<file path="config.mk">
export PLATFORM = sky130hd
export DESIGN_NAME = uart_buf_irq
export DESIGN_NICKNAME = d
export VERILOG_FILES = /design/src/rtl/uart_bufirq_pkg.sv /design/src/rtl/ubi_txbuf.sv /design/src/rtl/ubi_rxbuf.sv /design/src/rtl/ubi_irqctl.sv /design/src/rtl/uart_buf_irq.sv
export SDC_FILE = /design/constraint.sdc
export NUM_CORES = 1
export LEC_CHECK = 0
export ABC_AREA = 1
export BUFFER_PORTS_ARGS = -buffer_cell sky130_fd_sc_hd__buf_2
export CAP_MARGIN = 25
export CORE_UTILIZATION = 29
export CTS_CLUSTER_SIZE = 14
export DETAILED_ROUTE_END_ITERATION = 10
export PLACE_DENSITY = 0.57
export RECOVER_POWER = 100
export SYNTH_ARGS = -nofsm -noshare
export SYNTH_HDL_FRONTEND = slang
export SYNTH_SLANG_ARGS = --single-unit
export TNS_END_PERCENT = 1
</file>
<file path="constraint.sdc">
create_clock -name clk -period 1.5 [get_ports clk]
set_input_delay 0.075 -clock clk [delete_from_list [all_inputs] [get_ports clk]]
set_output_delay 0.075 -clock clk [all_outputs]
set_load 0.01 [all_outputs]
</file>
<file path="src/rtl/uart_bufirq_pkg.sv">
package uart_bufirq_pkg;
  localparam int CTL_W     = 2;
  localparam int EN_RX_BIT = 0;
  localparam int EN_TX_BIT = 1;
  localparam int NUM_IRQ   = 2;
  localparam int IRQ_RX    = 0;
  localparam int IRQ_TX    = 1;
endpackage

</file>
<file path="src/rtl/ubi_txbuf.sv">
module ubi_txbuf #(
  parameter int DATA_W = 8
) (
  input  logic              clk,
  input  logic              rst_n,
  input  logic              wr,
  input  logic [DATA_W-1:0] wdata,
  input  logic              take_rdy,
  output logic              take_vld,
  output logic [DATA_W-1:0] data,
  output logic              empty
);
  logic              empty_q;
  logic [DATA_W-1:0] byte_q;
  logic              take;

  // A take only counts while a byte is held.
  assign take = take_rdy & ~empty_q;

  always_ff @(posedge clk) begin
    if (!rst_n) begin
      empty_q <= 1'b1;
      byte_q  <= '0;
    end else begin
      if (wr) begin
        // A write wins over a same-cycle take.
        byte_q  <= wdata;
        empty_q <= 1'b0;
      end else if (take) begin
        empty_q <= 1'b1;
      end
    end
  end

  assign take_vld = ~empty_q;
  assign data     = byte_q;
  assign empty    = empty_q;
endmodule

</file>
<file path="src/rtl/ubi_rxbuf.sv">
module ubi_rxbuf #(
  parameter int DATA_W = 8
) (
  input  logic              clk,
  input  logic              rst_n,
  input  logic              put,
  input  logic [DATA_W-1:0] put_data,
  input  logic              rd,
  output logic [DATA_W-1:0] data,
  output logic              full,
  output logic              overrun
);
  logic              full_q;
  logic              ovr_q;
  logic [DATA_W-1:0] byte_q;
  logic              lost;

  // A byte is lost only if it arrives on an unread, full buffer.
  assign lost = put & full_q & ~rd;

  always_ff @(posedge clk) begin
    if (!rst_n) begin
      full_q <= 1'b0;
      ovr_q  <= 1'b0;
      byte_q <= '0;
    end else begin
      if (put) begin
        byte_q <= put_data;
        full_q <= 1'b1;
      end else if (rd) begin
        full_q <= 1'b0;
      end
      if (lost)    ovr_q <= 1'b1;
      else if (rd) ovr_q <= 1'b0;
    end
  end

  assign data    = byte_q;
  assign full    = full_q;
  assign overrun = ovr_q;
endmodule

</file>
<file path="src/rtl/ubi_irqctl.sv">
module ubi_irqctl
  import uart_bufirq_pkg::*;
(
  input  logic               clk,
  input  logic               rst_n,
  input  logic               wr,
  input  logic [CTL_W-1:0]   wdata,
  output logic [CTL_W-1:0]   en,
  input  logic [NUM_IRQ-1:0] cond,
  output logic [NUM_IRQ-1:0] req
);
  logic [CTL_W-1:0] en_q;

  always_ff @(posedge clk) begin
    if (!rst_n)  en_q <= '0;
    else if (wr) en_q <= wdata;
  end

  assign en = en_q;

  // One level request per source; the index map is fixed in the package.
  for (genvar i = 0; i < NUM_IRQ; i++) begin : g_gate
    localparam int EB = (i == IRQ_TX) ? EN_TX_BIT : EN_RX_BIT;
    assign req[i] = cond[i] & en_q[EB];
  end
endmodule

</file>
<file path="src/rtl/uart_buf_irq.sv">
module uart_buf_irq
  import uart_bufirq_pkg::*;
#(
  parameter int DATA_W = 8
) (
  input  logic              clk,
  input  logic              rst_n,
  input  logic              cpu_tx_wr,
  input  logic [DATA_W-1:0] cpu_tx_data,
  input  logic              cpu_rx_rd,
  output logic [DATA_W-1:0] cpu_rx_data,
  input  logic              ctl_wr,
  input  logic [1:0]        ctl_wdata,
  output logic [1:0]        ctl_rdata,
  output logic              tx_empty,
  output logic              rx_full,
  output logic              rx_overrun,
  output logic              txs_valid,
  input  logic              txs_ready,
  output logic [DATA_W-1:0] txs_data,
  input  logic              rxs_valid,
  input  logic [DATA_W-1:0] rxs_data,
  output logic              irq_tx,
  output logic              irq_rx
);
  logic [NUM_IRQ-1:0] cond;
  logic [NUM_IRQ-1:0] req;

  ubi_txbuf #(.DATA_W(DATA_W)) u_tx (
    .clk(clk), .rst_n(rst_n),
    .wr(cpu_tx_wr), .wdata(cpu_tx_data),
    .take_rdy(txs_ready), .take_vld(txs_valid),
    .data(txs_data), .empty(tx_empty)
  );

  ubi_rxbuf #(.DATA_W(DATA_W)) u_rx (
    .clk(clk), .rst_n(rst_n),
    .put(rxs_valid), .put_data(rxs_data),
    .rd(cpu_rx_rd), .data(cpu_rx_data),
    .full(rx_full), .overrun(rx_overrun)
  );

  assign cond[IRQ_TX] = tx_empty;
  assign cond[IRQ_RX] = rx_full;

  ubi_irqctl u_irq (
    .clk(clk), .rst_n(rst_n),
    .wr(ctl_wr), .wdata(ctl_wdata), .en(ctl_rdata),
    .cond(cond), .req(req)
  );

  assign irq_tx = req[IRQ_TX];
  assign irq_rx = req[IRQ_RX];
endmodule

</file>
Word level (Yosys, flattened, before mapping)
Index checks and enable logic that the tools add are counted.
Operators by class
  reduce and logical (&&, ||, !) cells: 3
  multiplexer cells: 5
  bitwise gates (word level): 7
Operators with widths (number)
  $reduce_bool 2->1: 3
  $and 1x1->1: 5
  $mux 1: 5
  $not 1->1: 2
Word-level totals
  register bits after elaboration: 21
  word-level logic and storage cells: 21

Depth between registers and ports, before layout
  word-level depth: 4
  gate-level depth with buffers: 5

Cells and area by module
From an unflattened synthesis, not the netlist that was laid out.
Second synthesis, totals
  cell total of the unflattened synthesis: 132
  area, all modules: 893.4 sq um
By module, submodules not included
  ubi_rxbuf: area an instance 425.4 sq um, cells an instance 61, seq. area each 200.2 sq um, times used 1
  ubi_txbuf: area an instance 375.4 sq um, cells an instance 55, seq. area each 180.2 sq um, times used 1
  ubi_irqctl: area an instance 92.6 sq um, cells an instance 16, seq. area each 40.0 sq um, times used 1

Least setup slack after synthesis
OpenSTA, ideal clock, no wires.
  kind: flip-flop to output port
  start: register u_rx.full_q (netlist: u_rx.full)
  end: output irq_rx
  cell stages (with the launch flop): 3
  slack: 835 ps
  path buffers: 0
  data arrival time: 590 ps
  cells stage by stage: dfxtp_1 > nand2_1 > inv_1
On the way
  cells in the longest elaborated chain, start to end: 1
RTL lines
  start, declared: line ubi_rxbuf.sv:13  | logic full_q;
  start signal, assigned: line ubi_rxbuf.sv:23  | full_q <= 1'b0;
  start signal, assigned: line ubi_rxbuf.sv:29  | full_q <= 1'b1;
  start signal, assigned: line ubi_rxbuf.sv:31  | full_q <= 1'b0;
  $and 1x1->1: line ubi_irqctl.sv:24  | assign req[i] = cond[i] & en_q[EB];
  end, declared: line uart_buf_irq.sv:24  | output logic irq_rx
No other way between the ends.

Worst setup path in the final report
Same ends and word-level chain as after synthesis.

==> reports/qor.csv <==
stage,metric,value,unit
status,run_status,finished clean,
sta,rsz0062_at_grt,false,
sta,maxSlewViolCount,0,
floorplan,coreArea,3030,um2
power,max-vdd-ir-drop,0.352,mV
clocking,clk_latency,290,ps
floorplan,floorplan.die.width,58.3,um
sta,clock.fmax,936,MHz
yosys,synth_largest_area_cell,sky130_fd_sc_hd__dfxtp_1,
yosys,synth_top_area_share,0.458,
critical_path,path_class,flop to output pin,
placed_design,routabilityCongestion,0.616,
global_route,gr-total-overflow,0,
clocking,total_clock_buffers_created_by_cts,3,
power,finalPower,0.00106,W
global_route,first_global_vias,735,
yosys,ys_seq_elements,21,
final_layout,area_growth,23.8,%
global_route,grtUsageTotal,0.111,
yosys,netlist_top_cells_area,"sky130_fd_sc_hd__dfxtp_1, sky130_fd_sc_hd__nand2_1, sky130_fd_sc_hd__nor2_1",
run,maxCapViolCount,0,
global_route,grt_pass1_wl,2910,um
final_layout,layout.cells.most_common_list,"sky130_fd_sc_hd__nand2_1, sky130_fd_sc_hd__nor2_1, sky130_fd_sc_hd__clkbuf_1",
critical_path,critical-path-max-stage-delay,440,ps
yosys,synth_seq_area_share,0.458,
power,swShare,0.272,
yosys,netlist_instances,132,
yosys,yosys_warnings,0,
drt,drt-pass1-iter-count,4,
sta,worst_pin_slew,393,ps
yosys,postSynthAreaPerCell,6.96,um2
power,power.share.clock,0.248,
clocking,cts.repair_timing.setup_buffer_count,0,
drt,post_drt_wl_per_cell,7.99,um
sta,setup-violations-final,0,
placed_design,dpl.hpwl,1320,um
clocking,clock_tree.buffer_depth,2,
yosys,library_cells_used_by_synthesis,14,
power,pwr_density_cell,933,nW/um2
floorplan,die-height,58.3,um
yosys,synth_nets,157,
final_layout,layout-drive-gt1-share,0.202,
clocking,clock_tree.root_cell,sky130_fd_sc_hd__clkbuf_4,
floorplan,initial_util,0.303,
drt,drtAntennaViolNets,0,
final_layout,most_common_library_cell_in_the_layout_ignoring_fill_and_taps,sky130_fd_sc_hd__nand2_1,
final_layout,n_antenna_cell,0,
global_route,maximum_number_of_pins_on_one_net_before_global_route_repair,23,
drt,post_route_drc,0,
floorplan,die-area,3400,um2
clocking,clkTransAtPathRegs,110,ps
critical_path,critical_path.endpoint_type,output pin,
power,internal_power_of_the_cells,0.000773,W
critical_path,cp_data_required_time,1420,ps
floorplan,floorplan.rows,20,
sta,finalCriticalPeriod,1070,ps
critical_path,timing.critical_path.arrival,990,ps
power,leakagePower,0.633,nW
placed_design,buffer_ports.inserted,48,
drt,wl,1770,um
critical_path,critical-path-slowest-cell,sky130_fd_sc_hd__dfxtp_1,
sta,relative_max_transition_margin,0.738,
sta,crit_share_post_route,0.712,
clocking,cts.sink_count,21,
yosys,synth_area,918,um2
drt,vias,851,
sta,tns,0,ps
critical_path,timing.critical_path.from_type,flop,
final_layout,total_nets_final,204,
drt,drt_first_iter_violations,21,
drt,number_of_vias_per_cell_after_detailed_routing,3.83,
power,power.net_switching,0.000289,W
clocking,tritoncts,built,
sta,worst_clock_skew,0.280,ps
clocking,htree_levels,1,
clocking,cts.repair.resized,0,
worst_hold_path,hold_path_class,primary input to flop,
critical_path,timing.critical_path.cells,nand2_1 -> inv_1 -> clkbuf_1,
global_route,antenna_found_initial,0,
power,comb_power_share,0.167,
power,power_frac_seq,0.584,
clocking,ctsHoldBuffers,0,
sta,hold_viol_final,0,
floorplan,pin_count,49,
critical_path,critical_path.max_fanout,4,
[metal layers]
layer	global-route usage	share of wire	vias up
li1	-	-	468
met1	0.134	0.49	353
met2	0.182	0.44	28
met3	0.0156	0.051	2
met4	0.0714	0.015	0
met5	0	0	-
[cell families after synthesis]
kind of cell / Yosys count / synth area share
buffers and inverters: 29 / 0.166
AND/OR/NAND/NOR: 80 / 0.361
AO/OA/AOI/OAI: 2 / 0.0150
flip-flops: 21 / 0.458
[final timing paths]
check	slack, ps	cells past startpoint	end	startpoint
worst max-delay path	430	3	irq_rx	u_rx.full
worst min register to register	470	2	u_rx.overrun	u_rx.overrun
worst max register to register	820	2	u_rx.overrun	u_rx.full
worst min-delay path	20	4	u_rx.overrun	cpu_rx_rd
[power by group through the flow]
stage	clock network, W	registers, W	logic (W)
2_1_floorplan	0	0.000650	0.000106
3_3_place_gp	0	0.000630	0.000188
3_5_place_dp	0	0.000633	0.000193
4_1_cts	0.000286	0.000620	0.000193
5_1_grt	0.000317	0.000627	0.000204
6_report	0.000264	0.000620	0.000177
[through the flow]
step / std cells / hold WS (ps) / util / instance area [um2] / setup slack (ps)
floorplan: 132 / 204 / - / 918 / 835
global placement: 218 / 318 / 0.379 / 1150 / 792
detailed placement: 218 / 324 / 0.379 / 1150 / 759
CTS: 222 / 1.90 / 0.388 / 1170 / 442
global route: 222 / 20.2 / 0.376 / 1140 / 325
finish: 222 / 23.0 / 0.376 / 1140 / 431
[state kept, by name, summed over array words and instances, names as in the netlist]
name and count:
u_tx.empty 1, u_irq.en 2, u_rx.data 8, u_tx.data 8, u_rx.overrun 1, u_rx.full 1
[worst max-delay path: cells and delay by family, from the launching register on]
family / cells / cell delay (ps)
simple gates: 1 / 70
buf+inv: 2 / 190
flops: 1 / 440
[Yosys cell counts]
| cell | n |
|---|---|
| sky130_fd_sc_hd__o21ai_1 | 1 |
| sky130_fd_sc_hd__nand3_1 | 1 |
| sky130_fd_sc_hd__nand2_1 | 40 |
| sky130_fd_sc_hd__buf_4 | 1 |
| sky130_fd_sc_hd__dfxtp_1 | 21 |
| sky130_fd_sc_hd__buf_6 | 3 |
| sky130_fd_sc_hd__a21oi_2 | 1 |
| sky130_fd_sc_hd__nand2_4 | 1 |
| sky130_fd_sc_hd__buf_12 | 1 |
| sky130_fd_sc_hd__nor2_1 | 29 |
| sky130_fd_sc_hd__buf_2 | 1 |
| sky130_fd_sc_hd__inv_1 | 23 |
| sky130_fd_sc_hd__nor2_2 | 8 |
| sky130_fd_sc_hd__nand2_2 | 1 |
[cell type report]
class	count	area (um2)
flip-flops and latches	21	420
inverters	23	86.3
repair buffers	48	210
fillers	357	1890
multi-input cells	82	339
well taps	44	55.1
clock buffers	4	26.3
Power figures use the tool's default switching activity.
